### src/rtl/exc_ctrl_pkg.sv
// Shared types for the exception and interrupt control unit.
package exc_ctrl_pkg;

    // Move-port register selects; software depends on these codes.
    typedef enum logic [1:0] {
        REG_EPC    = 2'd0,
        REG_CAUSE  = 2'd1,
        REG_STATUS = 2'd2,
        REG_MASK   = 2'd3
    } ctl_reg_e;

    // Status layout from bit 3 down to bit 0.
    typedef struct packed {
        logic pum;   // previous user mode
        logic pie;   // previous interrupt enable
        logic um;    // current user mode (1 = user)
        logic ie;    // current interrupt enable
    } status_t;

endpackage

### src/rtl/exc_irq_pick.sv
// Masks the request lines and picks the lowest-index live line.
// Assumes N >= 1; index 0 has the highest priority.
module exc_irq_pick #(
    parameter int N     = 8,
    parameter int IDX_W = (N > 1) ? $clog2(N) : 1
) (
    input  logic [N-1:0]     req,
    input  logic [N-1:0]     mask,
    output logic             any,
    output logic [IDX_W-1:0] idx
);
    logic [N-1:0] live;
    logic         found;

    assign live = req & mask;
    assign any  = |live;

    // Priority encode: first live line from index 0 upward.
    always_comb begin
        idx   = '0;
        found = 1'b0;
        for (int i = 0; i < N; i++) begin
            if (live[i] && !found) begin
                idx   = IDX_W'(i);
                found = 1'b1;
            end
        end
    end
endmodule

### src/rtl/exc_status_reg.sv
// Status register with a one-deep push/pop of enable and mode.
// Assumes enter and leave are never high together (top guarantees it).
module exc_status_reg
    import exc_ctrl_pkg::*;
(
    input  logic    clk,
    input  logic    rst_n,
    input  logic    enter,
    input  logic    leave,
    input  logic    wr_en,
    input  status_t wdata,
    output status_t st
);
    // Push on entry, pop on return, else accept a software write.
    always_ff @(posedge clk) begin
        if (!rst_n) begin
            st <= '0;
        end else if (enter) begin
            st.pie <= st.ie;
            st.pum <= st.um;
            st.ie  <= 1'b0;
            st.um  <= 1'b0;
        end else if (leave) begin
            st.ie <= st.pie;
            st.um <= st.pum;
        end else if (wr_en) begin
            st <= wdata;
        end
    end
endmodule

### src/rtl/exc_save_regs.sv
// EPC, cause and interrupt mask registers.
// Assumes wr_en is already suppressed by the top during events.
module exc_save_regs
    import exc_ctrl_pkg::*;
#(
    parameter int XLEN    = 32,
    parameter int CAUSE_W = 5,
    parameter int N_IRQ   = 8
) (
    input  logic               clk,
    input  logic               rst_n,
    input  logic               enter,
    input  logic [XLEN-1:0]    enter_pc,
    input  logic               enter_irq,
    input  logic [CAUSE_W-1:0] enter_code,
    input  logic               wr_en,
    input  ctl_reg_e           wr_sel,
    input  logic [XLEN-1:0]    wdata,
    output logic [XLEN-1:0]    epc,
    output logic               cause_irq,
    output logic [CAUSE_W-1:0] cause_code,
    output logic [N_IRQ-1:0]   mask
);
    // Exception PC: captured on entry or written by software.
    always_ff @(posedge clk) begin
        if (!rst_n)                              epc <= '0;
        else if (enter)                          epc <= enter_pc;
        else if (wr_en && wr_sel == REG_EPC)     epc <= wdata;
    end

    // Cause: interrupt flag plus code.
    always_ff @(posedge clk) begin
        if (!rst_n) begin
            cause_irq  <= 1'b0;
            cause_code <= '0;
        end else if (enter) begin
            cause_irq  <= enter_irq;
            cause_code <= enter_code;
        end else if (wr_en && wr_sel == REG_CAUSE) begin
            cause_irq  <= wdata[XLEN-1];
            cause_code <= wdata[CAUSE_W-1:0];
        end
    end

    // Interrupt mask: software only.
    always_ff @(posedge clk) begin
        if (!rst_n)                              mask <= '0;
        else if (wr_en && wr_sel == REG_MASK)    mask <= wdata[N_IRQ-1:0];
    end
endmodule

### src/rtl/exc_ctrl_unit.sv
// Exception and interrupt control unit top.
// Arbitrates interrupt > exception/trap > return at the commit point,
// produces the fetch redirect combinationally and updates state next edge.
// Assumes CAUSE_W can hold an interrupt index and N_IRQ < XLEN.
module exc_ctrl_unit
    import exc_ctrl_pkg::*;
#(
    parameter int          XLEN           = 32,
    parameter int          N_IRQ          = 8,
    parameter int          CAUSE_W        = 5,
    parameter logic [31:0] HANDLER_VECTOR = 32'h0000_0080,
    parameter logic [31:0] TRAP_VECTOR    = 32'h0000_1010
) (
    input  logic               clk,
    input  logic               rst_n,
    input  logic [N_IRQ-1:0]   irq_req,
    input  logic               cmt_valid,
    input  logic [XLEN-1:0]    cmt_pc,
    input  logic               exc_req,
    input  logic               exc_trap,
    input  logic [CAUSE_W-1:0] exc_code,
    input  logic               eret_req,
    input  logic               csr_wr_en,
    input  logic [1:0]         csr_addr,
    input  logic [XLEN-1:0]    csr_wdata,
    output logic [XLEN-1:0]    csr_rdata,
    output logic               redirect_valid,
    output logic [XLEN-1:0]    redirect_pc,
    output logic               irq_taken,
    output logic               stat_ie,
    output logic               stat_user
);
    localparam int IDX_W = (N_IRQ > 1) ? $clog2(N_IRQ) : 1;

    status_t            st_q;
    logic [XLEN-1:0]    epc_q;
    logic               cause_irq_q;
    logic [CAUSE_W-1:0] cause_code_q;
    logic [N_IRQ-1:0]   mask_q;
    logic               irq_any;
    logic [IDX_W-1:0]   irq_idx;
    logic               take_exc;
    logic               take_ret;
    logic               enter;
    logic [XLEN-1:0]    enter_pc;
    logic [CAUSE_W-1:0] enter_code;
    logic               wr_ok;
    ctl_reg_e           sel;

    assign sel = ctl_reg_e'(csr_addr);

    exc_irq_pick #(.N(N_IRQ), .IDX_W(IDX_W)) pick_i (
        .req  (irq_req),
        .mask (mask_q),
        .any  (irq_any),
        .idx  (irq_idx)
    );

    // Event arbitration at the commit point.
    always_comb begin
        irq_taken  = cmt_valid && st_q.ie && irq_any;
        take_exc   = exc_req && !irq_taken;
        take_ret   = eret_req && !irq_taken && !exc_req;
        enter      = irq_taken || take_exc;
        enter_pc   = (take_exc && exc_trap) ? cmt_pc + XLEN'(4) : cmt_pc;
        enter_code = irq_taken ? CAUSE_W'(irq_idx) : exc_code;
        wr_ok      = csr_wr_en && !enter && !take_ret;
    end

    // Redirect target selection.
    always_comb begin
        redirect_valid = enter || take_ret;
        if (take_ret)                   redirect_pc = epc_q;
        else if (take_exc && exc_trap)  redirect_pc = XLEN'(TRAP_VECTOR);
        else                            redirect_pc = XLEN'(HANDLER_VECTOR);
    end

    exc_status_reg status_i (
        .clk   (clk),
        .rst_n (rst_n),
        .enter (enter),
        .leave (take_ret),
        .wr_en (wr_ok && sel == REG_STATUS),
        .wdata (status_t'(csr_wdata[3:0])),
        .st    (st_q)
    );

    exc_save_regs #(.XLEN(XLEN), .CAUSE_W(CAUSE_W), .N_IRQ(N_IRQ)) save_i (
        .clk        (clk),
        .rst_n      (rst_n),
        .enter      (enter),
        .enter_pc   (enter_pc),
        .enter_irq  (irq_taken),
        .enter_code (enter_code),
        .wr_en      (wr_ok),
        .wr_sel     (sel),
        .wdata      (csr_wdata),
        .epc        (epc_q),
        .cause_irq  (cause_irq_q),
        .cause_code (cause_code_q),
        .mask       (mask_q)
    );

    // Move-port read mux.
    always_comb begin
        unique case (sel)
            REG_EPC:    csr_rdata = epc_q;
            REG_CAUSE:  csr_rdata = {cause_irq_q, {(XLEN-1-CAUSE_W){1'b0}}, cause_code_q};
            REG_STATUS: csr_rdata = {{(XLEN-4){1'b0}}, st_q};
            default:    csr_rdata = {{(XLEN-N_IRQ){1'b0}}, mask_q};
        endcase
    end

    assign stat_ie   = st_q.ie;
    assign stat_user = st_q.um;
endmodule

### config.mk
export PLATFORM = sky130hd
export DESIGN_NAME = exc_ctrl_unit
export DESIGN_NICKNAME = d
export VERILOG_FILES = /design/src/rtl/exc_ctrl_pkg.sv /design/src/rtl/exc_irq_pick.sv /design/src/rtl/exc_status_reg.sv /design/src/rtl/exc_save_regs.sv /design/src/rtl/exc_ctrl_unit.sv
export SDC_FILE = /design/constraint.sdc
export NUM_CORES = 1
export LEC_CHECK = 0
export BUFFER_PORTS_ARGS = -buffer_cell sky130_fd_sc_hd__buf_2
export CORE_MARGIN = 5
export CORE_UTILIZATION = 54
export CTS_BUF_LIST = sky130_fd_sc_hd__clkbuf_8
export CTS_CLUSTER_SIZE = 8
export DETAILED_ROUTE_END_ITERATION = 16
export MAX_ROUTING_LAYER = met4
export PLACE_DENSITY = 0.86
export RECOVER_POWER = 25
export SLEW_MARGIN = 0
export SYNTH_ARGS = -nofsm -noshare
export SYNTH_HDL_FRONTEND = slang
export SYNTH_SLANG_ARGS = --single-unit
### constraint.sdc
create_clock -name clk -period 6 [get_ports clk]
set_input_delay 0.6 -clock clk [delete_from_list [all_inputs] [get_ports clk]]
set_output_delay 0.6 -clock clk [all_outputs]
set_load 0.005 [all_outputs]
==> impl_metrics.env <==
export IMPL_dr_pass1_iters=5
export IMPL_slew_headroom_pct=12.1
export IMPL_hold_violations=0
export IMPL_cts_setup_buffers=0
export IMPL_seq_power_share_pct=47.0
export IMPL_synth_area_mm2=0.00362
export IMPL_io_pins=154
export IMPL_syn_area_per_cell_um2=8.09
export IMPL_start_util_pct=56.3
export IMPL_drv_cap=0
export IMPL_post_drt_via_cell_ratio=6.13
export IMPL_antenna_left=0
export IMPL_drt_iter0_drc=184
export IMPL_cts_tree="yes"
export IMPL_run_status="complete, no violations"
export IMPL_synthFlopType="dfxtp_1"
export IMPL_clk_pin_slew_ns=0.09
export IMPL_async_flop_share_pct=0
export IMPL_skew_ns=0.0127
export IMPL_syn_to_final_growth_pct=22.8
export IMPL_slew_viol_final=0
export IMPL_root_buffer="clkbuf_8"
export IMPL_synth_edff_count=0
export IMPL_ir_drop_v=0.000119
export IMPL_htree_levels=2
export IMPL_clockPowerShare_pct=31.0
export IMPL_clk_latency_ns=0.31
export IMPL_core_area_mm2=0.00642
export IMPL_cts_sink_count=50
export IMPL_grt_usage_pct=28.9
export IMPL_hp_class="flip-flop to flip-flop"
export IMPL_sw_frac_of_total_pct=28.9
export IMPL_start_kind="input pin"
export IMPL_final_util_pct=69.2
export IMPL_cpMostUsedCell="buf_2"
export IMPL_tns_ns=0
export IMPL_path_max_fanout=51
export IMPL_synth_fp_nets=534
export IMPL_synthCells=447
export IMPL_synth_warning_count=0
export IMPL_tritoncts_num_buffers=5
export IMPL_worst_pin_slew_ns=1.32
export IMPL_totalWireLength_um=12100
export IMPL_pwr_share_comb_pct=22.1
export IMPL_gp_congestion=0.973
export IMPL_drive_gt1_share_pct=31.7
export IMPL_row_count=29
export IMPL_ys_ff_latch=50
export IMPL_routedWlPerCell_um=18.6
export IMPL_n_fill_cell=553
export IMPL_crit_slowest_cell="nor2_4"
export IMPL_endpoint_kind="output port"
export IMPL_p_int_mw=0.553
export IMPL_antenna_found_initial=0
export IMPL_worstPathRequired_ns=5.40
export IMPL_clockBufferDepth=2
export IMPL_die_w_um=91.8
export IMPL_switching_power_mw=0.225
export IMPL_fp_dieH_um=91.8
export IMPL_p_leak_nw=1.91
export IMPL_vias=3994
export IMPL_synth_top_cell_area_share_pct=27.7
export IMPL_layout_min_cycle_time_ns=3.86
export IMPL_antennaDiodeCount=0
export IMPL_grt_pass1_wl_um=19500
export IMPL_fmax_mhz=259
export IMPL_port_buffers=153
export IMPL_crit_type="input pin to output port"
export IMPL_grt_max_degree=52
export IMPL_holdBufCountCts=0
export IMPL_drc_errors=0
export IMPL_dieArea_mm2=0.00844
export IMPL_min_period_over_period_pct=64.4
export IMPL_overflow=0
export IMPL_synth_top_area_cell="dfxtp_1"
export IMPL_crit_chain="buf_2, a22o_1, a221oi_2, a41o_1, buf_4, inv_2, nor2_4, a32oi_1, buf_2"
export IMPL_ys_seq_area_share_pct=27.7
export IMPL_arrival_ns=3.26
export IMPL_synth_area_leaders="dfxtp_1 28%, mux2_2 7.2%, mux2i_1 6.6%"
export IMPL_p_per_area_mw_per_mm2=175
export IMPL_ys_types=51
export IMPL_cts_resized=0
export IMPL_fin_nets=661
export IMPL_rsz0062_at_grt="false"
export IMPL_first_global_vias=3968
export IMPL_dp_hpwl_um=8920
export IMPL_setup_viol_count_final=0
export IMPL_max_stage_delay_ns=0.87
-- worst paths after layout --
check | endpoint | slack, ns | cells after the start | startpoint
setup / recovery | redirect_pc[7] | 2.14 | 9 | irq_req[2]
hold / removal | save_i.cause_code[4]$_SDFFE_PN0P_ | 0.46 | 2 | save_i.cause_code[4]$_SDFFE_PN0P_
setup reg to reg | save_i.epc[24]$_SDFFE_PN0P_ | 2.78 | 8 | save_i.mask[2]$_SDFFE_PN0P_
hold reg to reg | save_i.cause_code[4]$_SDFFE_PN0P_ | 0.46 | 2 | save_i.cause_code[4]$_SDFFE_PN0P_
-- metrics by stage --
step	cells	setup WS, ns	power (mW)	instance area, um2	hold slack, ns
after CTS	652	2.19	0.782	4470	0.464
after global placement	644	2.30	0.538	4360	0.440
final	652	2.14	0.778	4440	0.462
after floorplan	447	3.38	0.466	3620	0.429
after detailed placement	644	2.18	0.543	4360	0.450
after global routing	652	1.95	0.816	4440	0.488
-- cell usage after synthesis (2+ instances only) --
library cell,n
a211oi_1,4
a21oi_1,32
a221oi_1,6
a22o_1,4
a22oi_1,4
a2bb2oi_1,2
a31oi_1,4
a32o_1,2
a32oi_1,2
and2_1,26
and3_1,35
buf_1,2
buf_2,7
clkbuf_1,25
dfxtp_1,50
inv_1,3
mux2_2,23
mux2i_1,24
mux4_2,4
nand2_1,25
nand2b_1,4
nand3_1,20
nand4_1,10
nor2_1,25
nor3_1,10
nor3b_1,4
nor4_1,6
nor4_4,2
o21ai_0,34
o22ai_1,6
or3_1,5
xnor2_1,14
xor2_1,5
-- cell families (layout without fill, tap and decap cells) --
logic type / after synthesis / after routing / share of synthesized area (%)
xor gates and xnor gates: 19 / 19 / 4.60
and+or+nand+nor: 178 / 178 / 27.8
muxes: 51 / 51 / 16.3
adders and majority gates: 1 / 1 / 0.346
AOI/OAI and AO/OA: 107 / 107 / 18.5
buffers and inverters: 41 / 169 / 4.81
DFF: 50 / 50 / 27.7
-- placed cells by master, fill, tap and decap left out, types with 5 or more instances in the layout --
master    instances
buf_2           136
dfxtp_1          50
and3_1           35
o21ai_0          34
a21oi_1          32
nor2_1           25
nand2_1          25
mux2i_1          24
mux2_2           23
and2_1           21
nand3_1          20
clkbuf_1         18
xnor2_1          14
nand4_1          10
nor3_1            9
o22ai_1           6
a221oi_1          6
nor4_1            6
and2_0            5
or3_1             5
xor2_1            5
clkbuf_8          5
-- final cells by class --
class	instances	area [um2]	share of cell area [%]
inverter	5	18.8	0.423
clock buffer	5	68.8	1.55
tap	77	96.3	2.17
clock inverter	3	41.3	0.930
sequential	50	1000	22.5
timing repair buffer	156	763	17.2
multi-input combinational	356	2450	55.2
-- sequential cells by signal, summed over array words and instances (netlist names) --
name               cells
save_i.epc            32
save_i.cause_irq       1
save_i.mask            8
save_i.cause_code      5
status_i.st            4
-- per-layer routing --
| metal | GRT usage (%) | vias to the layer above | wire length [um] |
|---|---|---|---|
| li1 | - | 1913 | - |
| met1 | 35.1 | 1878 | 5110 |
| met2 | 48.1 | 176 | 6020 |
| met3 | 5.24 | 27 | 747 |
| met4 | 10.4 | 0 | 259 |
| met5 | - | - | 0 |
-- power by group through the flow --
stage          Sequential (mW)  Clock, mW  Combinational [mW]
2_1_floorplan            0.368          0              0.0986
3_3_place_gp             0.372          0               0.165
3_5_place_dp             0.373          0               0.170
4_1_cts                  0.366      0.245               0.171
5_1_grt                  0.368      0.258               0.189
6_report                 0.366      0.241               0.172
-- worst max-delay path: cells and delay by family --
kind                   cells  cell delay (ns)
buffers and inverters      4             0.83
and+or+nand+nor            1             0.87
AOI/OAI and AO/OA          4             0.92
(Power assumes the default switching activity.)
